**src/rtl/vid_roi_pkg.sv**
```systemverilog
package vid_roi_pkg;
  typedef enum logic [1:0] {
    MODE_AREA   = 2'd0,
    MODE_LINE   = 2'd1,
    MODE_STREAM = 2'd2,
    MODE_STRM2  = 2'd3
  } roi_mode_e;
endpackage

```
**src/rtl/vid_roi_cfg.sv**
```systemverilog
module vid_roi_cfg #(
  parameter int CNT_W = 12
) (
  input  logic             clk_i,
  input  logic             rst_ni,
  input  logic             frame_start_i,
  input  logic [1:0]       mode_i,
  input  logic [CNT_W-1:0] x_off_i,
  input  logic [CNT_W-1:0] y_off_i,
  input  logic [CNT_W-1:0] width_i,
  input  logic [CNT_W-1:0] height_i,
  input  logic [1:0]       x_dec_i,
  input  logic [1:0]       y_dec_i,
  output logic [1:0]       mode_o,
  output logic [CNT_W-1:0] x_off_o,
  output logic [CNT_W-1:0] y_off_o,
  output logic [CNT_W-1:0] width_o,
  output logic [CNT_W-1:0] height_o,
  output logic [1:0]       x_dec_o,
  output logic [1:0]       y_dec_o
);
  localparam int SH_W = 2 + 4*CNT_W + 4;

  logic [SH_W-1:0] shadow_q, live;

  assign live = {mode_i, x_off_i, y_off_i, width_i, height_i, x_dec_i, y_dec_i};

  always_ff @(posedge clk_i or negedge rst_ni) begin
    if (!rst_ni)            shadow_q <= '0;
    else if (frame_start_i) shadow_q <= live;
  end

  // the first beat of a frame already sees the new setup
  assign {mode_o, x_off_o, y_off_o, width_o, height_o, x_dec_o, y_dec_o} =
      frame_start_i ? live : shadow_q;
endmodule

```
**src/rtl/vid_roi_pos.sv**
```systemverilog
module vid_roi_pos
  import vid_roi_pkg::*;
#(
  parameter int CNT_W = 12
) (
  input  logic             clk_i,
  input  logic             rst_ni,
  input  logic             fval_i,
  input  logic             act_i,
  input  logic             pix_stb_i,
  input  logic             line_end_i,
  input  logic [1:0]       mode_i,
  input  logic [CNT_W-1:0] x_off_i,
  input  logic [CNT_W-1:0] y_off_i,
  input  logic [CNT_W-1:0] width_i,
  input  logic [CNT_W-1:0] height_i,
  input  logic [1:0]       x_dec_i,
  input  logic [1:0]       y_dec_i,
  output logic             keep_o,
  output logic             bound_o
);
  localparam int EXT_W = CNT_W + 1;

  logic [CNT_W-1:0] x_cnt_q, y_cnt_q, kl_cnt_q;
  logic [CNT_W-1:0] x_mask, y_mask, x_org, y_org;
  logic [EXT_W-1:0] x_rel, y_rel;
  logic             is_area, is_line, is_stream;
  logic             x_win, y_win, x_phase, y_phase;
  logic             line_kept, pix_kept, pseudo_last;

  assign is_area   = (mode_i == MODE_AREA);
  assign is_line   = (mode_i == MODE_LINE);
  assign is_stream = !is_area && !is_line;

  assign x_mask = CNT_W'((1 << x_dec_i) - 1);
  assign y_mask = CNT_W'((1 << y_dec_i) - 1);
  assign x_org  = is_stream ? '0 : x_off_i;
  assign y_org  = is_area   ? y_off_i : '0;

  assign x_rel = {1'b0, x_cnt_q} - {1'b0, x_org};
  assign y_rel = {1'b0, y_cnt_q} - {1'b0, y_org};

  assign x_win = is_stream ||
                 (!x_rel[CNT_W] && (x_rel[CNT_W-1:0] < width_i));
  assign y_win = !is_area ||
                 (!y_rel[CNT_W] && (y_rel[CNT_W-1:0] < height_i));

  assign x_phase = (x_rel[CNT_W-1:0] & x_mask) == '0;
  assign y_phase = (y_rel[CNT_W-1:0] & y_mask) == '0;

  assign line_kept = y_win && y_phase;
  assign pix_kept  = x_win && x_phase;
  assign keep_o    = pix_stb_i && line_kept && pix_kept;

  assign pseudo_last = is_line && (height_i != '0) && line_kept &&
                       ((kl_cnt_q + 1'b1) == height_i);
  assign bound_o = line_end_i && fval_i && pseudo_last;

  always_ff @(posedge clk_i or negedge rst_ni) begin
    if (!rst_ni)        x_cnt_q <= '0;
    else if (!act_i)    x_cnt_q <= '0;
    else if (pix_stb_i) x_cnt_q <= x_cnt_q + 1'b1;
  end

  always_ff @(posedge clk_i or negedge rst_ni) begin
    if (!rst_ni) begin
      y_cnt_q  <= '0;
      kl_cnt_q <= '0;
    end else if (!fval_i) begin
      y_cnt_q  <= '0;
      kl_cnt_q <= '0;
    end else if (line_end_i) begin
      if (pseudo_last) begin
        y_cnt_q  <= '0;
        kl_cnt_q <= '0;
      end else begin
        y_cnt_q <= y_cnt_q + 1'b1;
        if (is_line && line_kept) kl_cnt_q <= kl_cnt_q + 1'b1;
      end
    end
  end
endmodule

```
**src/rtl/vid_roi_out.sv**
```systemverilog
module vid_roi_out #(
  parameter int PIX_W = 16
) (
  input  logic             clk_i,
  input  logic             rst_ni,
  input  logic             keep_i,
  input  logic [PIX_W-1:0] pix_i,
  input  logic             line_end_i,
  input  logic             frame_start_i,
  input  logic             bound_i,
  output logic [PIX_W-1:0] pix_o,
  output logic             valid_o,
  output logic             sof_o,
  output logic             eol_o
);
  logic             hold_vld_q, hold_sof_q, sof_pend_q, sof_now;
  logic [PIX_W-1:0] hold_pix_q;

  assign sof_now = sof_pend_q || frame_start_i;

  always_ff @(posedge clk_i or negedge rst_ni) begin
    if (!rst_ni) begin
      sof_pend_q <= 1'b0;
      hold_vld_q <= 1'b0;
      hold_sof_q <= 1'b0;
      hold_pix_q <= '0;
    end else begin
      sof_pend_q <= keep_i ? bound_i : (sof_now || bound_i);
      if (keep_i) begin
        hold_vld_q <= 1'b1;
        hold_sof_q <= sof_now;
        hold_pix_q <= pix_i;
      end else if (line_end_i) begin
        hold_vld_q <= 1'b0;
      end
    end
  end

  always_ff @(posedge clk_i or negedge rst_ni) begin
    if (!rst_ni) begin
      valid_o <= 1'b0;
      sof_o   <= 1'b0;
      eol_o   <= 1'b0;
      pix_o   <= '0;
    end else begin
      valid_o <= hold_vld_q && (keep_i || line_end_i);
      sof_o   <= hold_vld_q && (keep_i || line_end_i) && hold_sof_q;
      eol_o   <= hold_vld_q && line_end_i;
      pix_o   <= hold_pix_q;
    end
  end
endmodule

```
**src/rtl/vid_roi_filter.sv**
```systemverilog
module vid_roi_filter #(
  parameter int PIX_W = 16,
  parameter int CNT_W = 12
) (
  input  logic             clk_i,
  input  logic             rst_ni,
  input  logic             fval_i,
  input  logic             lval_i,
  input  logic             dval_i,
  input  logic [PIX_W-1:0] pix_i,
  input  logic [1:0]       mode_i,
  input  logic [CNT_W-1:0] x_off_i,
  input  logic [CNT_W-1:0] y_off_i,
  input  logic [CNT_W-1:0] width_i,
  input  logic [CNT_W-1:0] height_i,
  input  logic [1:0]       x_dec_i,
  input  logic [1:0]       y_dec_i,
  output logic [PIX_W-1:0] pix_o,
  output logic             valid_o,
  output logic             sof_o,
  output logic             eol_o
);
  logic             fval_q, act_q, act, frame_start, line_end, pix_stb;
  logic             keep, bound;
  logic [1:0]       c_mode, c_xdec, c_ydec;
  logic [CNT_W-1:0] c_xoff, c_yoff, c_width, c_height;

  assign act         = fval_i && lval_i;
  assign pix_stb     = act && dval_i;
  assign frame_start = fval_i && !fval_q;
  assign line_end    = act_q && !act;

  always_ff @(posedge clk_i or negedge rst_ni) begin
    if (!rst_ni) begin
      fval_q <= 1'b0;
      act_q  <= 1'b0;
    end else begin
      fval_q <= fval_i;
      act_q  <= act;
    end
  end

  vid_roi_cfg #(.CNT_W(CNT_W)) u_cfg (
    .clk_i, .rst_ni,
    .frame_start_i(frame_start),
    .mode_i, .x_off_i, .y_off_i, .width_i, .height_i, .x_dec_i, .y_dec_i,
    .mode_o(c_mode), .x_off_o(c_xoff), .y_off_o(c_yoff),
    .width_o(c_width), .height_o(c_height),
    .x_dec_o(c_xdec), .y_dec_o(c_ydec)
  );

  vid_roi_pos #(.CNT_W(CNT_W)) u_pos (
    .clk_i, .rst_ni, .fval_i,
    .act_i(act), .pix_stb_i(pix_stb), .line_end_i(line_end),
    .mode_i(c_mode), .x_off_i(c_xoff), .y_off_i(c_yoff),
    .width_i(c_width), .height_i(c_height),
    .x_dec_i(c_xdec), .y_dec_i(c_ydec),
    .keep_o(keep), .bound_o(bound)
  );

  vid_roi_out #(.PIX_W(PIX_W)) u_out (
    .clk_i, .rst_ni,
    .keep_i(keep), .pix_i, .line_end_i(line_end),
    .frame_start_i(frame_start), .bound_i(bound),
    .pix_o, .valid_o, .sof_o, .eol_o
  );
endmodule

```
**config.mk**
```make
export PLATFORM = sky130hd
export DESIGN_NAME = vid_roi_filter
export DESIGN_NICKNAME = d
export VERILOG_FILES = /design/src/rtl/vid_roi_pkg.sv /design/src/rtl/vid_roi_cfg.sv /design/src/rtl/vid_roi_pos.sv /design/src/rtl/vid_roi_out.sv /design/src/rtl/vid_roi_filter.sv
export SDC_FILE = /design/constraint.sdc
export NUM_CORES = 1
export LEC_CHECK = 0
export ABC_AREA = 1
export BUFFER_PORTS_ARGS = -buffer_cell sky130_fd_sc_hd__buf_2
export CORE_MARGIN = 2
export CORE_UTILIZATION = 59
export DETAILED_ROUTE_END_ITERATION = 10
export HOLD_SLACK_MARGIN = 0.12
export PLACE_DENSITY = 0.82
export SLEW_MARGIN = 20
export SYNTH_ARGS = -nofsm -noshare
export SYNTH_HDL_FRONTEND = slang
export SYNTH_HIERARCHICAL = 1
export SYNTH_SLANG_ARGS = --single-unit
export TNS_END_PERCENT = 50
```
**constraint.sdc**
```tcl
create_clock -name clk_i -period 4.77 [get_ports clk_i]
set_input_delay 0.2385 -clock clk_i [delete_from_list [all_inputs] [get_ports clk_i]]
set_output_delay 0.2385 -clock clk_i [all_outputs]
set_load 0.005 [all_outputs]
```
==> metrics.csv <==
metric;value;unit
status;finished clean;
clkLatencyLatePin;0.42;ns
drc_errors;0;
dieArea;13900;um^2
tns;0;ns
layout.cells.non_filler;1371;
dp_cells;1265;
n_antenna_cell;0;
port-buffer-count;93;
cts_made_buffers;17;
hp-start;height_i[1];
worstMarginPinSlew;0.831;ns
htreeDepth;4;
grt_first_pass_wirelength;31900;um
syn_to_final_growth;24.6;%
synthCells;1013;
grt_util_all_layers;28.6;%
viasPerCell;5.24;
cp_data_required_time;5.13;ns
wl_per_cell;13.9;um
synthTopCellsByArea;dfrtp_1, nand2_1, ha_1;
layout-drive-gt1-share;14.0;%
leakage;5.21;nW
ios;94;
dp_slack;0.0131;ns
hold_class;in -> reg;
clock_path_buffers;2;
worst_path_most_repeated_cell;nand2_1;
wirelength;19000;um
finClkSkew;0.00994;ns
synth_flop_cell;dfrtp_1;
setup_viol_count_final;0;
fin_hold_ws;0.143;ns
whs_endpoint;u_cfg/shadow_q[5];
cp-end-kind;register;
synth_area;7640;um^2
first_pass_iters;5;
fmax;0.230;GHz
synth_cell_types;39;
peakVddDrop;339;uV
clkSinkCount;130;
period_share;91.3;%
grt-ovfl-total;0;
worst-path-stages;28;
path_clk_slew;0.06;ns
drv_cap;0;
vias;7182;
cts_tree;yes;
nNetsFinal;1314;
ff2ff_path_depth;28;
die_w;118;um
start_kind;register;
path_max_fanout;10;
finish.utilization;75.4;%
p_per_area;356;nW/um^2
antenna_found_initial;0;
slew_viol_final;0;
min_period;4.36;ns
antenna_left;0;
rr_startpoint;fval_q;
setup_ws;0.413;ns
async_reset_ff_share;100;%
hold_path_depth;3;
fp-row-count;41;
synth_warnings;6;
slew_headroom;44.4;%
criticalPathCategory;reg -> reg;
hold_violations;0;
synth_top_area_cell;dfrtp_1;
grt_max_degree;79;
worst_path_largest_cell_delay;0.39;ns
drt_iter0_drc;467;
netlist_top_cells_count;nand2_1, dfrtp_1, inv_1;
syn_nets;1141;
synth-edff-count;0;
syn_area_per_cell;7.54;um^2
r2r_end;u_out/hold_pix_q[10];
start_util;60.5;%
crit_family;simple AND/OR/NAND/NOR gates;
gp_congestion;0.934;
synth-seq-cells;130;
cts_root_buf;clkbuf_16;
critPathArrivalTime;4.72;ns
fp.coreArea;12600;um^2
crit_slowest_cell;dfrtp_1;
die_h;118;um
yosysSeqAreaShare;42.6;%
grt_pass1_vias;7018;
hpwl;12700;um
synth_top_area_share;42.6;%
reg2reg_setup_slack;0.41;ns
rsz0062_at_grt;false;
yosysMostFrequentCell;nand2_1;
cp_num_buf_inv;3;
## worst max-delay path by stage
stage | from | endpoint
after CTS | fval_q | u_out/hold_pix_q[0]
after floorplan | fval_q | u_out/hold_pix_q[10]
after detailed placement | fval_q | u_out/hold_sof_q
after global placement | fval_q | u_out/hold_sof_q
after global routing | fval_q | u_out/hold_pix_q[7]
final | fval_q | u_out/hold_pix_q[10]
## state kept, by name (all words and copies together), names as in the netlist
signal / cells
u_out/valid_o: 1
u_out/hold_pix_q: 16
u_out/hold_sof_q: 1
u_out/hold_vld_q: 1
u_out/eol_o: 1
u_out/pix_o: 16
u_pos/x_cnt_q: 12
u_out/sof_o: 1
act_q: 1
u_pos/y_cnt_q: 12
fval_q: 1
u_pos/kl_cnt_q: 12
u_out/sof_pend_q: 1
u_cfg/shadow_q: 54
## cells by family (layout without fill, tap and decap cells)
logic type | after synthesis | count (layout) | share of synthesized area, %
buffers and inverters | 147 | 333 | 8.75
AO/OA/AOI/OAI | 90 | 90 | 6.27
XOR/XNOR | 23 | 23 | 2.64
adder cells (fa/ha/maj) | 53 | 53 | 8.88
AND/OR/NAND/NOR | 570 | 570 | 30.9
flip-flops | 130 | 130 | 42.6
## layer usage
layer | vias to the layer above | GRT usage, % | wire length (um)
met3 | 61 | 5.72 | 972
met2 | 248 | 48.4 | 9550
met1 | 3330 | 35.2 | 7820
li1 | 3543 | - | -
met5 | - | 0 | 0
met4 | 0 | 13.0 | 705
## stage by stage
step	cell area, um^2	power, mW
finish	9520	3.38
global route	9520	3.59
CTS	9420	3.37
detailed placement	8210	2.10
global placement	8210	2.07
floorplan	7640	1.86
## worst register-to-register path, delay by kind of cell, from the launching register on
| family | cells | cell delay, ns |
|---|---|---|
| simple gates | 15 | 1.71 |
| flops | 1 | 0.39 |
| xor+xnor | 1 | 0.17 |
| compound gates | 7 | 1.02 |
| fa+ha+maj | 2 | 0.64 |
| buf+inv | 3 | 0.38 |
## where the power goes
group          switching (mW)  internal, mW  total [mW]
combinational           0.506         0.344       0.850
clock                   0.532         0.694        1.23
sequential             0.0634          1.24        1.31
## placed cells by master (no fill, tap or decap), drive strengths merged
cell / netlist / layout
nand2: 412 / 412
inv: 124 / 131
dfrtp: 130 / 130
buf: 17 / 112
nor2: 66 / 66
dlygate4sd3: 0 / 65
a21oi: 56 / 56
ha: 51 / 51
nand3: 48 / 48
nand4: 25 / 25
o21ai: 23 / 23
clkbuf: 6 / 18
xor2: 17 / 17
nor3: 11 / 11
xnor2: 6 / 6
clkinv: 0 / 5
o21bai: 4 / 4
nor3b: 3 / 3
clkinvlp: 0 / 2
o21a: 2 / 2
nand3b: 2 / 2
o221ai: 2 / 2
fa: 2 / 2
and2: 1 / 1
a21o: 1 / 1
a31oi: 1 / 1
o211ai: 1 / 1
and3: 1 / 1
or2: 1 / 1
## area by class of cell
class	instances	area, um^2
Inverter	124	482
Fill cell	904	3100
Clock inverter	14	119
Sequential cell	130	3250
Multi-Input combinational cell	736	3730
Clock buffer	18	439
Timing Repair Buffer	177	1280
Tap cell	172	215
## repair_timing
item | 4_1_cts | 5_1_grt
resized for setup | 0 | 8
hold buffers | 65 | 0
endpoints found under the setup margin | 0 | 45
hold endpoints to repair | 141 | 0
setup buffers | 0 | 9
No activity file was read; power rests on OpenSTA's default activity.
